`src/rtl/hb_pkg.sv`:
```
package hb_pkg;
  typedef enum logic [1:0] {
    OWN_NONE = 2'b00,
    OWN_HI   = 2'b01,
    OWN_LO   = 2'b10
  } owner_e;
endpackage

```
`src/rtl/hb_sync.sv`:
```
module hb_sync #(
  parameter int STAGES   = 2,
  parameter bit IDLE_VAL = 1'b1
) (
  input  logic clk,
  input  logic rst_n,
  input  logic din,
  output logic dout
);
  logic [STAGES-1:0] chain_q;
  logic [STAGES-1:0] chain_d;

  always_comb begin
    chain_d = {chain_q[STAGES-2:0], din};
  end

  always_ff @(posedge clk or negedge rst_n) begin
    if (!rst_n) chain_q <= {STAGES{IDLE_VAL}};
    else        chain_q <= chain_d;
  end

  assign dout = chain_q[STAGES-1];
endmodule

```
`src/rtl/hb_arbiter.sv`:
```
module hb_arbiter
  import hb_pkg::*;
(
  input  logic clk,
  input  logic rst_n,
  input  logic req_hi,
  input  logic req_lo,
  output logic hi_gate,
  output logic lo_gate
);
  owner_e cur_own;
  owner_e nxt_own;
  logic   hi_q, lo_q;
  logic   hi_d, lo_d;
  logic   upd_en;

  always_comb begin
    case ({lo_q, hi_q})
      2'b01:   cur_own = OWN_HI;
      2'b10:   cur_own = OWN_LO;
      default: cur_own = OWN_NONE;
    endcase
  end

  always_comb begin
    nxt_own = OWN_NONE;
    case (cur_own)
      OWN_HI: begin
        if (req_hi)      nxt_own = OWN_HI;
        else if (req_lo) nxt_own = OWN_LO;
      end
      OWN_LO: begin
        if (req_lo)      nxt_own = OWN_LO;
        else if (req_hi) nxt_own = OWN_HI;
      end
      default: begin
        if (req_hi)      nxt_own = OWN_HI;
        else if (req_lo) nxt_own = OWN_LO;
      end
    endcase
    hi_d   = (nxt_own == OWN_HI);
    lo_d   = (nxt_own == OWN_LO);
    upd_en = (hi_d != hi_q) || (lo_d != lo_q);
  end

  always_ff @(posedge clk or negedge rst_n) begin
    if (!rst_n) begin
      hi_q <= 1'b0;
      lo_q <= 1'b0;
    end else if (upd_en) begin
      hi_q <= hi_d;
      lo_q <= lo_d;
    end
  end

  assign hi_gate = hi_q;
  assign lo_gate = lo_q;


  no_overlap_chk: assert property (@(posedge clk) disable iff (!rst_n)
    !(hi_gate && lo_gate));

  hi_hold_chk: assert property (@(posedge clk) disable iff (!rst_n)
    (hi_gate && req_hi) |=> (hi_gate && !lo_gate));

  lo_hold_chk: assert property (@(posedge clk) disable iff (!rst_n)
    (lo_gate && req_lo) |=> (lo_gate && !hi_gate));

  handover_chk: assert property (@(posedge clk) disable iff (!rst_n)
    (hi_gate && !req_hi && req_lo) |=> (lo_gate && !hi_gate));

  tie_hi_chk: assert property (@(posedge clk) disable iff (!rst_n)
    (!hi_gate && !lo_gate && req_hi && req_lo) |=> hi_gate);

  release_chk: assert property (@(posedge clk) disable iff (!rst_n)
    (lo_gate && !req_lo) |=> !lo_gate);
endmodule

```
`src/rtl/hb_interlock.sv`:
```
module hb_interlock #(
  parameter int SYNC_STAGES = 2
) (
  input  logic clk,
  input  logic rst_n,
  input  logic hi_cmd_n,
  input  logic lo_cmd_n,
  output logic hi_gate,
  output logic lo_gate
);
  localparam int NUM_SIDES = 2;

  logic [NUM_SIDES-1:0] cmd_raw_n;
  logic [NUM_SIDES-1:0] cmd_sync_n;
  logic                 req_hi, req_lo;

  assign cmd_raw_n = {lo_cmd_n, hi_cmd_n};

  for (genvar s = 0; s < NUM_SIDES; s++) begin : g_side
    hb_sync #(
      .STAGES   (SYNC_STAGES),
      .IDLE_VAL (1'b1)
    ) u_sync (
      .clk  (clk),
      .rst_n(rst_n),
      .din  (cmd_raw_n[s]),
      .dout (cmd_sync_n[s])
    );
  end

  assign req_hi = ~cmd_sync_n[0];
  assign req_lo = ~cmd_sync_n[1];

  hb_arbiter u_arb (
    .clk    (clk),
    .rst_n  (rst_n),
    .req_hi (req_hi),
    .req_lo (req_lo),
    .hi_gate(hi_gate),
    .lo_gate(lo_gate)
  );


  reset_idle_chk: assert property (@(posedge clk)
    $rose(rst_n) |-> (!hi_gate && !lo_gate));
endmodule

```
`config.mk`:
```
export PLATFORM = sky130hd
export DESIGN_NAME = hb_interlock
export DESIGN_NICKNAME = d
export VERILOG_FILES = /design/src/rtl/hb_pkg.sv /design/src/rtl/hb_sync.sv /design/src/rtl/hb_arbiter.sv /design/src/rtl/hb_interlock.sv
export SDC_FILE = /design/constraint.sdc
export NUM_CORES = 1
export LEC_CHECK = 0
export BUFFER_PORTS_ARGS = -buffer_cell sky130_fd_sc_hd__clkbuf_2
export CAP_MARGIN = 30
export CORE_AREA = 3 3 40 42
export DETAILED_ROUTE_END_ITERATION = 12
export DIE_AREA = 0 0 43 45
export PLACE_DENSITY = 0.3
export SLEW_MARGIN = 0
export SYNTH_ARGS = -nofsm -noshare
export SYNTH_HDL_FRONTEND = slang
export SYNTH_SLANG_ARGS = --single-unit
```
`constraint.sdc`:
```
create_clock -name clk -period 1 [get_ports clk]
set_input_delay 0.1 -clock clk [delete_from_list [all_inputs] [get_ports clk]]
set_output_delay 0.1 -clock clk [all_outputs]
set_load 0.02 [all_outputs]
```
==> impl_metrics.prom <==
# TYPE chip_impl_metric gauge
chip_impl_info{name="synth.cells.most_frequent",value="sky130_fd_sc_hd__dfstp_2 (4), sky130_fd_sc_hd__dfrtp_1 (2)"} 1
chip_impl_metric{name="clkTransAtPathRegs",unit="ns"} 0.05
chip_impl_metric{name="critical_path_peak_fanout",unit=""} 2
chip_impl_metric{name="layout_overhead_on_the_synthesized_area",unit="%"} 54.1
chip_impl_info{name="outcome",value="completed"} 1
chip_impl_metric{name="wl_per_cell",unit="µm"} 6.73
chip_impl_metric{name="postSynth.asyncResetShare",unit="%"} 100
chip_impl_metric{name="synthCells",unit=""} 10
chip_impl_metric{name="core-area",unit="µm²"} 1280
chip_impl_metric{name="maxSlewViolCount",unit=""} 0
chip_impl_info{name="rsz0062_at_grt",value="false"} 1
chip_impl_metric{name="worst-r2r-setup-slack",unit="ns"} 0.21
chip_impl_metric{name="synth_area",unit="µm²"} 185
chip_impl_metric{name="placement_rows",unit=""} 13
chip_impl_metric{name="p_leak",unit="µW"} 0.000131
chip_impl_info{name="crit_slowest_cell",value="sky130_fd_sc_hd__dfrtp_1"} 1
chip_impl_info{name="synth_top_cells_by_area",value="sky130_fd_sc_hd__dfstp_2 (57%), sky130_fd_sc_hd__dfrtp_1 (27%), sky130_fd_sc_hd__nand2b_4 (7.4%)"} 1
chip_impl_metric{name="grt_pass1_wl",unit="µm"} 434
chip_impl_metric{name="place_ws",unit="ns"} 0.220
chip_impl_metric{name="place.gp.congestion",unit=""} 0.528
chip_impl_metric{name="share_clk_of_total_power",unit="%"} 43.3
chip_impl_metric{name="initialDrtViolationCount",unit=""} 0
chip_impl_metric{name="post_cts_setup_buffer_count",unit=""} 0
chip_impl_metric{name="p_sw_share",unit="%"} 20.2
chip_impl_metric{name="postRouteWirelength",unit="µm"} 249
chip_impl_metric{name="antenna_found_initial",unit=""} 0
chip_impl_metric{name="cts_repair_resize_count",unit=""} 0
chip_impl_info{name="clock_tree_from_tritoncts",value="built"} 1
chip_impl_metric{name="number_of_synthesized_flops_with_an_enable_pin",unit=""} 0
chip_impl_metric{name="power_density",unit="nW/µm²"} 1910
chip_impl_metric{name="grt_overflow",unit=""} 0
chip_impl_metric{name="synth.net_count",unit=""} 14
chip_impl_metric{name="comb_power_share",unit="%"} 7.3
chip_impl_info{name="worst_setup_start_kind",value="register"} 1
chip_impl_metric{name="max_stage_delay",unit="ns"} 0.38
chip_impl_metric{name="switching_power",unit="µW"} 110
chip_impl_info{name="critical_path.top_delay_family",value="flip-flops"} 1
chip_impl_metric{name="clock_skew",unit="ns"} 0.00518
chip_impl_metric{name="synth_seq_area_share",unit="%"} 83.8
chip_impl_metric{name="hold_violations",unit=""} 0
chip_impl_metric{name="drcViolationCount",unit=""} 0
chip_impl_metric{name="finish.net_count",unit=""} 27
chip_impl_metric{name="vias_in_the_first_global_route",unit=""} 114
chip_impl_metric{name="drive_gt1_share",unit="%"} 59.1
chip_impl_metric{name="place.detailed.instances",unit=""} 30
chip_impl_metric{name="timing.hold.ws",unit="ns"} 0.204
chip_impl_metric{name="power_report.internal_total",unit="µW"} 436
chip_impl_metric{name="finish.cell_count_without_fillers",unit=""} 37
chip_impl_metric{name="power_total",unit="µW"} 546
chip_impl_info{name="synth_ff_type",value="sky130_fd_sc_hd__dfstp_2"} 1
chip_impl_info{name="worst_setup_path_end_kind",value="output port"} 1
chip_impl_metric{name="detail-route-antenna-nets",unit=""} 0
chip_impl_metric{name="die_boundary_width",unit="µm"} 43
chip_impl_metric{name="maxSlewHeadroom",unit="%"} 90.4
chip_impl_metric{name="drt_pre_antenna_iters",unit=""} 1
chip_impl_info{name="post-synth-top-count-cell",value="sky130_fd_sc_hd__dfstp_2"} 1
chip_impl_metric{name="grt_max_degree",unit=""} 7
chip_impl_metric{name="groute.usage.overall",unit="%"} 3.77
chip_impl_metric{name="ff_latch_count_synth",unit=""} 6
chip_impl_metric{name="design.die.area",unit="µm²"} 1940
chip_impl_metric{name="postLayoutSetupSlackWorst",unit="ns"} 0.0936
chip_impl_metric{name="seq_power_share",unit="%"} 49.4
chip_impl_metric{name="floorplan.initialDensity",unit="%"} 14.4
chip_impl_info{name="cts_root_buf",value="sky130_fd_sc_hd__clkbuf_4"} 1
chip_impl_metric{name="routed-via-count",unit=""} 111
chip_impl_metric{name="drv_cap",unit=""} 0
chip_impl_metric{name="timing.final.setup_violations",unit=""} 0
chip_impl_info{name="netlist.top_cell.by_area",value="sky130_fd_sc_hd__dfstp_2"} 1
chip_impl_metric{name="clock.fmax",unit="MHz"} 1100
chip_impl_metric{name="clk-insertion-delay-late",unit="ns"} 0.24
chip_impl_metric{name="holdBufCountCts",unit=""} 3
chip_impl_metric{name="ys.warnings.count",unit=""} 0
chip_impl_metric{name="clk_path_buf_depth",unit=""} 2
chip_impl_metric{name="cts_inserted_buffers",unit=""} 3
chip_impl_metric{name="chipHeight",unit="µm"} 45
chip_impl_metric{name="timing.critical_path.buf_inv",unit=""} 1
chip_impl_metric{name="portBuffers",unit=""} 5
chip_impl_metric{name="syn_area_per_cell",unit="µm²"} 18.5
chip_impl_metric{name="num-fill-cells",unit=""} 140
chip_impl_metric{name="crit_required",unit="ns"} 0.90
chip_impl_info{name="critical_path.cell_chain",value="clkbuf_2"} 1
chip_impl_metric{name="finalCritPeriodShare",unit="%"} 90.6
chip_impl_metric{name="n_antenna_cell",unit=""} 0
chip_impl_metric{name="tightest_pin_transition",unit="ns"} 0.144
chip_impl_metric{name="avgViaCountPerCell",unit=""} 3.00
chip_impl_metric{name="setup-tns-final",unit="ns"} 0
chip_impl_info{name="hold_path.class",value="in -> async"} 1
chip_impl_metric{name="clock_sink_count",unit=""} 6
chip_impl_info{name="critPathKind",value="reg -> out"} 1
chip_impl_metric{name="io_pins",unit=""} 6
chip_impl_metric{name="worst_ir_drop_vdd",unit="V"} 0.000625
chip_impl_metric{name="timing.final.crit_period",unit="ns"} 0.906
chip_impl_metric{name="synthDistinctLibCells",unit=""} 6
chip_impl_metric{name="htreeDepth",unit=""} 1
chip_impl_metric{name="netlist.area_leader.share",unit="%"} 56.8
chip_impl_metric{name="critical_path_arrival",unit="ns"} 0.81
## cells by family after synthesis
group | share of synthesized area, %
AO/OA/AOI/OAI | 6.76
buffers and inverters | 2.03
flip-flops | 83.8
AND/OR/NAND/NOR | 7.43
## area by class of cell
cell class | instances | area (µm²) | area share (%)
repair buffers | 8 | 55.1 | 19.3
flip-flops and latches | 6 | 155 | 54.4
inverters | 1 | 3.75 | 1.32
multi-input cells | 3 | 26.3 | 9.21
well taps | 15 | 18.8 | 6.58
clock buffers | 4 | 26.3 | 9.21
## per-layer routing
metal / track usage [%] / part of all wire (%) / up-vias
met4: 5.42 / 0 / 0
met1: 2.95 / 35 / 48
li1: - / - / 55
met5: 0 / 0 / -
met2: 3.89 / 45 / 8
met3: 4.38 / 19 / 0
## power groups by stage
stage / Clock [µW] / Combinational (µW) / Sequential (µW)
after floorplan: 0 / 8.84 / 279
after global placement: 0 / 31.0 / 272
after detailed placement: 0 / 31.8 / 273
after CTS: 253 / 40.7 / 270
after global routing: 279 / 44.1 / 271
final: 236 / 40.0 / 270
## flip-flops by register name, indices dropped and copies added (netlist names)
register               count
g_side.u_sync.chain_q      4
u_arb.hi_gate              1
u_arb.lo_gate              1
## placed cells by master (no fill, tap or decap)
| master | instances |
|---|---|
| sky130_fd_sc_hd__inv_1 | 1 |
| sky130_fd_sc_hd__dfrtp_1 | 2 |
| sky130_fd_sc_hd__dfstp_2 | 4 |
| sky130_fd_sc_hd__o21a_1 | 1 |
| sky130_fd_sc_hd__nand2b_4 | 1 |
| sky130_fd_sc_hd__clkbuf_1 | 1 |
| sky130_fd_sc_hd__dlygate4sd3_1 | 3 |
| sky130_fd_sc_hd__a21oi_1 | 1 |
| sky130_fd_sc_hd__clkbuf_4 | 3 |
| sky130_fd_sc_hd__clkbuf_2 | 5 |
## through the flow
step / util, % / area, µm²
final: 22.2 / 285
after global routing: 22.2 / 285
after CTS: 22.2 / 285
after detailed placement: 17.8 / 229
after global placement: 17.8 / 229
after floorplan: - / 185
## final timing paths
| check | from | end | cells after the start |
|---|---|---|---|
| worst min-delay path | rst_n | u_arb.hi_gate | 2 |
| worst max register to register | u_arb.hi_gate | u_arb.hi_gate | 2 |
| min in group clk | g_side[1].u_sync.chain_q[0] | g_side[1].u_sync.chain_q[1] | 0 |
| worst min register to register | g_side[1].u_sync.chain_q[0] | g_side[1].u_sync.chain_q[1] | 0 |
| worst max-delay path | u_arb.lo_gate | lo_gate | 1 |
| max in group asynchronous | rst_n | g_side[0].u_sync.chain_q[0] | 2 |
(Power assumes the default switching activity.)
